File: src/rtl/nwa_pkg.sv
package nwa_pkg;
  localparam int WORD_W = 32;
  localparam int LANES  = WORD_W / 8;
  localparam int BUS_W  = 16;

  typedef enum logic [1:0] {PK_NONE, PK_CMD, PK_ADDR, PK_DATA} port_kind_e;
  typedef enum logic [1:0] {ST_IDLE, ST_BEAT, ST_DONE} seq_state_e;

  localparam logic [1:0] TYPE_NAND = 2'd2;

  function automatic logic [2:0] beats_for(logic wide, logic [1:0] sz);
    if (wide) return (sz >= 2'd2) ? 3'd2 : 3'd1;
    case (sz)
      2'd0:    return 3'd1;
      2'd1:    return 3'd2;
      default: return 3'd4;
    endcase
  endfunction

  function automatic logic [WORD_W-1:0] size_mask(logic [1:0] sz);
    case (sz)
      2'd0:    return 32'h0000_00FF;
      2'd1:    return 32'h0000_FFFF;
      default: return 32'hFFFF_FFFF;
    endcase
  endfunction
endpackage

File: src/rtl/nwa_decode.sv
module nwa_decode
  import nwa_pkg::*;
#(
  parameter int OFS_W   = 9,
  parameter int CMD_OFS = 'h7C,
  parameter int ADR_OFS = 'h80,
  parameter int DAT_OFS = 'h84
) (
  input  logic [OFS_W-1:0] ofs,
  input  logic [1:0]       dev_type,
  output port_kind_e       kind,
  output logic             active
);
  localparam logic [OFS_W-1:0] CMD_Q = OFS_W'(CMD_OFS >> 2);
  localparam logic [OFS_W-1:0] ADR_Q = OFS_W'(ADR_OFS >> 2);
  localparam logic [OFS_W-1:0] DAT_Q = OFS_W'(DAT_OFS >> 2);

  logic [OFS_W-1:0] word_idx;
  assign word_idx = ofs >> 2;

  always_comb begin
    if (word_idx == CMD_Q)      kind = PK_CMD;
    else if (word_idx == ADR_Q) kind = PK_ADDR;
    else if (word_idx == DAT_Q) kind = PK_DATA;
    else                        kind = PK_NONE;
  end

  assign active = (dev_type == TYPE_NAND) && (kind != PK_NONE);
endmodule

File: src/rtl/nwa_seq.sv
module nwa_seq
  import nwa_pkg::*;
(
  input  logic       clk,
  input  logic       rst,
  input  logic       start,
  input  logic       start_active,
  input  logic [2:0] beats,
  input  logic       rdy,
  output logic       idle,
  output logic       beat_vld,
  output logic       fire,
  output logic       done,
  output logic [1:0] beat_idx
);
  seq_state_e state;
  logic [2:0] beats_q;
  logic       last;

  assign last = ({1'b0, beat_idx} == (beats_q - 3'd1));

  always_ff @(posedge clk) begin
    if (rst) begin
      state    <= ST_IDLE;
      beat_idx <= '0;
      beats_q  <= 3'd1;
    end else begin
      case (state)
        ST_IDLE: if (start) begin
          beat_idx <= '0;
          beats_q  <= beats;
          state    <= start_active ? ST_BEAT : ST_DONE;
        end
        ST_BEAT: if (rdy) begin
          if (last) state <= ST_DONE;
          else      beat_idx <= beat_idx + 2'd1;
        end
        default: state <= ST_IDLE;
      endcase
    end
  end

  assign idle     = (state == ST_IDLE);
  assign beat_vld = (state == ST_BEAT);
  assign fire     = beat_vld && rdy;
  assign done     = (state == ST_DONE);
endmodule

File: src/rtl/nwa_lanes.sv
module nwa_lanes
  import nwa_pkg::*;
(
  input  logic              clk,
  input  logic              rst,
  input  logic              load,
  input  logic [WORD_W-1:0] wdata,
  input  logic              wide,
  input  logic              fire,
  input  logic [1:0]        beat_idx,
  input  logic [BUS_W-1:0]  din,
  output logic [BUS_W-1:0]  dout,
  output logic [WORD_W-1:0] rd_word
);
  logic [WORD_W-1:0] wr_sh;

  always_ff @(posedge clk) begin
    if (rst)       wr_sh <= '0;
    else if (load) wr_sh <= wdata;
    else if (fire) wr_sh <= wide ? (wr_sh >> 16) : (wr_sh >> 8);
  end

  assign dout = wide ? wr_sh[15:0] : {8'h00, wr_sh[7:0]};

  for (genvar g = 0; g < LANES; g++) begin : g_lane
    localparam int HALF = g / 2;
    localparam int UPPER = g % 2;
    logic       hit;
    logic [7:0] src;
    assign hit = wide ? (beat_idx == 2'(HALF)) : (beat_idx == 2'(g));
    assign src = (wide && UPPER == 1) ? din[15:8] : din[7:0];
    always_ff @(posedge clk) begin
      if (rst || load)     rd_word[g*8 +: 8] <= 8'h00;
      else if (fire && hit) rd_word[g*8 +: 8] <= src;
    end
  end
endmodule

File: src/rtl/nand_width_adapter.sv
module nand_width_adapter
  import nwa_pkg::*;
#(
  parameter int OFS_W   = 9,
  parameter int CMD_OFS = 'h7C,
  parameter int ADR_OFS = 'h80,
  parameter int DAT_OFS = 'h84
) (
  input  logic              clk,
  input  logic              rst,
  input  logic              cpu_req,
  input  logic              cpu_we,
  input  logic [OFS_W-1:0]  cpu_ofs,
  input  logic [1:0]        cpu_size,
  input  logic [31:0]       cpu_wdata,
  input  logic [1:0]        cs_type,
  input  logic              cs_wide,
  output logic              cpu_ack,
  output logic [31:0]       cpu_rdata,
  output logic              nand_vld,
  input  logic              nand_rdy,
  output logic              nand_wr,
  output logic              nand_cle,
  output logic              nand_ale,
  output logic [15:0]       nand_dout,
  input  logic [15:0]       nand_din
);
  port_kind_e kind_d, kind_q;
  logic       active_d;
  logic       idle, vld, fire, done, start;
  logic [1:0] beat_idx;
  logic       we_q, wide_q;
  logic [1:0] size_q;
  logic [BUS_W-1:0]  lane_dout;
  logic [WORD_W-1:0] rd_word;

  nwa_decode #(
    .OFS_W(OFS_W), .CMD_OFS(CMD_OFS), .ADR_OFS(ADR_OFS), .DAT_OFS(DAT_OFS)
  ) u_dec (
    .ofs(cpu_ofs), .dev_type(cs_type), .kind(kind_d), .active(active_d)
  );

  assign start = cpu_req && idle;

  always_ff @(posedge clk) begin
    if (rst) begin
      kind_q <= PK_NONE;
      we_q   <= 1'b0;
      wide_q <= 1'b0;
      size_q <= 2'd0;
    end else if (start) begin
      kind_q <= kind_d;
      we_q   <= cpu_we;
      wide_q <= cs_wide;
      size_q <= cpu_size;
    end
  end

  nwa_seq u_seq (
    .clk(clk), .rst(rst), .start(start), .start_active(active_d),
    .beats(beats_for(cs_wide, cpu_size)), .rdy(nand_rdy),
    .idle(idle), .beat_vld(vld), .fire(fire), .done(done), .beat_idx(beat_idx)
  );

  nwa_lanes u_lanes (
    .clk(clk), .rst(rst), .load(start), .wdata(cpu_wdata), .wide(wide_q),
    .fire(fire), .beat_idx(beat_idx), .din(nand_din),
    .dout(lane_dout), .rd_word(rd_word)
  );

  assign nand_vld  = vld;
  assign nand_wr   = vld && we_q;
  assign nand_cle  = vld && (kind_q == PK_CMD);
  assign nand_ale  = vld && (kind_q == PK_ADDR);
  assign nand_dout = (vld && we_q) ? lane_dout : '0;
  assign cpu_ack   = done;
  assign cpu_rdata = (done && !we_q) ? (rd_word & size_mask(size_q)) : '0;
endmodule

File: config.mk
export PLATFORM = sky130hd
export DESIGN_NAME = nand_width_adapter
export DESIGN_NICKNAME = d
export VERILOG_FILES = /design/src/rtl/nwa_pkg.sv /design/src/rtl/nwa_decode.sv /design/src/rtl/nwa_seq.sv /design/src/rtl/nwa_lanes.sv /design/src/rtl/nand_width_adapter.sv
export SDC_FILE = /design/constraint.sdc
export NUM_CORES = 1
export LEC_CHECK = 0
export BUFFER_PORTS_ARGS = -buffer_cell sky130_fd_sc_hd__buf_4
export CORE_ASPECT_RATIO = 2
export CORE_MARGIN = 1.5
export CORE_UTILIZATION = 35
export CTS_BUF_LIST = sky130_fd_sc_hd__clkbuf_16
export DETAILED_ROUTE_END_ITERATION = 10
export PLACE_DENSITY_LB_ADDON = 0.1
export SETUP_SLACK_MARGIN = 0.1
export SYNTH_ARGS = -nofsm -noshare
export SYNTH_HDL_FRONTEND = slang
export SYNTH_SLANG_ARGS = --single-unit
File: constraint.sdc
create_clock -name clk -period 1.6 [get_ports clk]
set_input_delay 0.32 -clock clk [delete_from_list [all_inputs] [get_ports clk]]
set_output_delay 0.32 -clock clk [all_outputs]
set_load 0.01 [all_outputs]
# Word-level counts from Yosys, hierarchy flattened
# Index checks and enable logic that the tools add are counted.
[op_classes]
add_sub_neg = 2
magnitude_cmp = 1
n_eq_ne = 18
mux = 28
bitwise_logic = 1
n_reduce_logical = 23
[op_table]
columns = ["op", "n"]
rows = [
  ["two-way mux 32 bit", 3],
  ["one-hot mux 32 bit (2 select lines)", 1],
  ["bitwise AND 32 bit", 1],
  ["two-way mux 16 bit", 2],
  ["two-way mux 24 bit", 1],
  ["two-way mux 2 bit", 11],
  ["equality test 7 x 6 -> 1 bit (second input constant)", 2],
  ["logical AND 1 bit", 11],
  ["equality test 2 x 1 -> 1 bit (second input constant)", 5],
  ["equality test 2 bit (second input constant)", 5],
  ["zero test 2 bit", 4],
  ["two-way mux 8 bit", 1],
  ["one-hot mux 2 bit (2 select lines)", 2],
  ["equality test 7 x 5 -> 1 bit (second input constant)", 1],
  ["two-way mux 3 bit", 2],
  ["!= test 2 bit (second input constant)", 3],
  ["one-hot mux 3 bit (2 select lines)", 1],
  ["nonzero test 2 bit", 3],
  ["two-way mux 1 bit", 4],
  ["AND reduction 4 bit", 1],
  ["equality test 2 x 3 -> 1 bit", 1],
  ["AND reduction 3 bit", 1],
  ["subtractor 3 x 1 -> 3 bit (second input constant)", 1],
  ["adder 2 x 1 -> 2 bit (second input constant)", 1],
  ["5 further kinds", 5],
]
[totals]
regBits = 77
input_bits = 67
output_inout_bits = 53

# Depth between registers and ports, before layout
[logic_depth]
depth_word = 9
depth_mapped = 7
mapped_depth_nobuf = 6

# By module
# Synthesis repeated with hierarchy kept, for this count alone.
[hier_totals]
hier_cells = 491
area_unflattened_um2 = 4146.5
[modules_own_cells]
columns = ["mod", "instances", "cells_per_inst", "area_each_um2"]
rows = [
  ["nwa_lanes", 1, 341, 2969.1],
  ["nand_width_adapter", 1, 93, 720.7],
  ["nwa_seq", 1, 48, 390.4],
  ["nwa_decode", 1, 9, 66.3],
]

# Worst setup path after synthesis
# OpenSTA, ideal clock, no wires.
[synth_timing]
path_type = "register to output"
from = "register u_seq.state[1]"
to = "output cpu_rdata[19]"
arrival_time_ns = 1.343
t_required_ns = 1.280
slack_ns = -0.063
path_stages_with_launch = 6
cell_sequence = "dfxtp_1 buf_4 nor2b_1 and2b_1 clkbuf_1 and3_1"
[synth_between]
elab_chain_cells = 3
[synth_rtl]
columns = ["item", "line_no", "source"]
rows = [
  ["start, declared", "nwa_seq.sv:16", "seq_state_e state;"],
  ["start signal, assigned", "nwa_seq.sv:32", "state <= start_active ? ST_BEAT : ST_DONE;"],
  ["equality test 2 bit", "nwa_seq.sv:46", "assign done = (state == ST_DONE);"],
  ["named net cpu_ack", "nand_width_adapter.sv:18", "output logic cpu_ack,"],
  ["logical AND 1 bit", "nand_width_adapter.sv:77", "assign cpu_rdata = (done && !we_q) ? (rd_word & size_mask(size_q)) : '0;"],
  ["two-way mux 32 bit", "nand_width_adapter.sv:77", ""],
  ["end, declared", "nand_width_adapter.sv:19", "output logic [31:0] cpu_rdata,"],
]
# The timed path passes the listed nets, and every way through them passes these cells.

# Worst setup path after layout
[layout_timing]
from = "register u_seq.state[1]"
to = "output cpu_rdata[11]"
[layout_between]
elab_chain_cells = 3
[layout_rtl]
columns = ["item", "line_no"]
rows = [
  ["equality test 2 bit", "nwa_seq.sv:46"],
  ["logical AND 1 bit", "nand_width_adapter.sv:77"],
  ["two-way mux 32 bit", "nand_width_adapter.sv:77"],
]
# Every way passes these cells.

==> results.toml <==
[power]
sw_frac_of_total_pct = 27.49
power_density_mw_per_mm2 = 851.8
ir_drop_mv = 0.7325
seq_power_share_pct = 40.6
p_clk_share_pct = 38.3
p_total_w = 0.005189
p_sw_w = 0.001427
pwr-share-comb_pct = 21.0
p_int_w = 0.003763
p_leak_nw = 2.412

[clocking]
h-tree-depth = 3
cts.sinks = 77
cts-root-buf = "clkbuf_16"
cts_tree = "built"
cts-hold-fix-buffers = 0
cts_inserted_buffers = 9
cts_buffer_depth = 2
clk_pin_slew_ns = 0.06
clkLatencyLatePin_ns = 0.33

[worst_setup_path]
crit_required_ns = 1.28
crit_chain = "nor2b_4 > and2b_4 > o21a_4 > and2_4 > buf_6"
rr_startpoint = "u_seq.state[1]"
crit_path_max_incr_delay_ns = 0.33
cp-start-kind = "register"
r2r_cells = 8
cp_slowest_cell = "dfxtp_2"
timing.reg2reg.setup_slack_ns = 0.09
end_kind = "output pin"
r2r-end = "u_lanes.wr_sh[16]"
critPathKind = "reg -> out"
cp_max_fo = 8
arrival_ns = 1.50

[synthesis]
synth_edf_count = 0
synth_seq_cells = 77
async_reset_ff_share_pct = 0
synth_area_sq_mm = 0.003792
synth_area_per_cell_sq_um = 8.503
synth_nets = 518
synth.distinct_cells = 42
ys.warnings.count = 0
syn_inst = 446
ys_seq_area_share_pct = 40.65
synthFlopType = "dfxtp_1"

[timing]
worst_slack_ns = -0.2244
tightest_slew_ns = 0.4463
fin_crit_ns = 1.824
max_freq_mhz = 548.1
slew_viol_final = 0
skew_ns = 0.004552
setup_tns_ns = -9.478
finalSetupViolCount = 52
finalCritPeriodShare_pct = 114.0
timing.slew.headroom_pct = 69.40
rsz0062_at_grt = "true"
hold_violations = 0
whs_ns = 0.2278

[floorplanning]
rows = 53
initial_core_util_pct = 35.97
core-area_sq_mm = 0.01054
die-area_sq_mm = 0.01151
die_x_um = 76.61
io_pins = 120
dieHeight_um = 150.2

[placed_design]
gp_congestion = 0.7889
port_buffers = 117
pre_cts_ws_ns = -0.06052
dp_hpwl_um = 8765

[grt]
grt_pass1_wl_um = 18730
grt.total_usage_pct = 21.20
grt.overflow.total = 0
grt_antenna_before_repair = 0
grt_max_degree = 33
grt_pass1_vias = 3721

[route]
avgRoutedWirePerCell_um = 17.21
via_per_inst = 5.198
drc = 0
final_antenna_net_count = 0
drt_iter0_markers = 89
vias = 3774
drt_first_pass_iters = 4
routed_wl_um = 12500

[run]
drv_cap = 0

[layout]
multi_input_area_sq_mm = 0.002507
final_core_util_pct = 57.78
layout-drive-gt1-share_pct = 47.54
fillCellCount = 951
seq_area_sq_mm = 0.001553
antenna_cells = 0
nets = 656
syn_to_final_growth_pct = 60.64

[status]
outcome = "complete, but fails checks"
violations = "setup timing"

[worst_hold_path]
holdCritStartpoint = "cpu_wdata[27]"
hold_path.class = "in -> reg"
whs_endpoint = "u_lanes.wr_sh[27]"
hold_depth = 3
==> synth_stat cells (14+ instances only) <==
library cell   n  area (sq um)
a22oi_1       16         120.1
nor2_1        36         135.1
mux2i_1       34         340.3
a211oi_1      17         127.6
o211ai_1      17         127.6
clkbuf_1      15         56.30
buf_2         14         70.07
dfxtp_1       77          1541
nand2_1       72         270.3
and2_1        18         112.6
and3_1        32         200.2
a21oi_1       40         200.2
==> power groups by stage <==
| stage | sequential, W | combinational (W) | clock [W] |
|---|---|---|---|
| floorplan | 0.00210 | 0.000481 | 0 |
| detailed placement | 0.00214 | 0.000816 | 0 |
| finish | 0.00211 | 0.00109 | 0.00199 |
| CTS | 0.00210 | 0.000956 | 0.00205 |
| global route | 0.00212 | 0.00117 | 0.00212 |
| global placement | 0.00213 | 0.000808 | 0 |
==> cells by family after synthesis <==
group | after synthesis | share of synthesized area [%]
buffers and inverters | 40 | 5.114
adders and majority gates | 5 | 1.650
and+or+nand+nor | 187 | 25.11
DFF | 77 | 40.65
AOI/OAI and AO/OA | 100 | 17.82
muxes | 34 | 8.974
xor gates and xnor gates | 3 | 0.6930
==> metrics by stage <==
step | area, sq um | std cells
6_report | 6092 | 726
4_1_cts | 5664 | 716
5_1_grt | 6092 | 726
2_1_floorplan | 3805 | 446
3_5_place_dp | 4932 | 689
3_3_place_gp | 4932 | 689
==> worst max-delay path: cells and delay by family (launching register included) <==
kind	cells	cell delay, ns
AND/OR/NAND/NOR	3	0.54
flip-flops	1	0.33
AO/OA/AOI/OAI	1	0.21
buffers and inverters	1	0.09
==> layer usage <==
layer / up-vias / GRT usage [%] / wire length (um)
li1: 1841 / - / -
met1: 1811 / 19.49 / 4171
met2: 99 / 43.21 / 7473
met3: 23 / 3.152 / 422
met4: 0 / 11.67 / 430
met5: - / 0 / 0
==> sequential cells by signal, indices dropped and copies added (netlist names) <==
| register | cells |
|---|---|
| u_seq.state | 2 |
| kind_q | 2 |
| u_seq.beat_idx | 2 |
| we_q | 1 |
| u_seq.beats_q | 3 |
| u_lanes.wr_sh | 32 |
| u_lanes.rd_word | 32 |
| size_q | 2 |
| wide_q | 1 |
==> final cells by class <==
cell class | count | share of cell area (%)
repair buffers | 160 | 25.45
multi-input cells | 331 | 41.16
inverters | 5 | 0.3081
flip-flops and latches | 77 | 25.49
clock buffers | 9 | 3.697
well taps | 137 | 2.814
clock inverters | 7 | 1.089
==> timing repair <==
item,CTS,global route
resized for setup,80,71
cloned,4,4
endpoints found under the setup margin,90,123
setup buffers,7,7
pin swaps,44,47
==> cell usage in the layout, fill, tap and decap left out, types with 2 or more instances in the layout <==
cell type	instances
nor3_1	4
and3b_1	2
o211ai_1	17
a211oi_2	15
a21oi_4	2
inv_1	2
inv_2	3
a21oi_1	39
a22oi_2	16
nor2_2	4
nand2_2	3
mux2i_1	33
clkbuf_16	13
ha_2	2
and3_4	16
nor2_1	30
ha_1	2
dfxtp_2	6
nand2b_1	5
clkinv_2	4
buf_12	9
buf_8	2
and2_4	12
buf_4	109
and2_1	7
and3_1	16
nand2_1	69
nor2_4	5
nor2b_1	2
buf_6	35
dfxtp_1	70
a211oi_1	2
==> how the worst max path moves through the flow <==
stage	from	slack (ns)	depth (start not counted)	endpoint
after floorplan	u_seq.beats_q[0]	0.12	6	u_seq.beat_idx[0]
after global placement	u_seq.state[0]	-0.05	5	cpu_rdata[12]
after detailed placement	u_seq.state[0]	-0.06	5	cpu_rdata[11]
after CTS	u_seq.state[1]	-0.24	5	cpu_rdata[10]
after global routing	u_seq.state[1]	-0.29	5	cpu_rdata[14]
final	u_seq.state[1]	-0.22	5	cpu_rdata[11]
(Power assumes the default switching activity.)
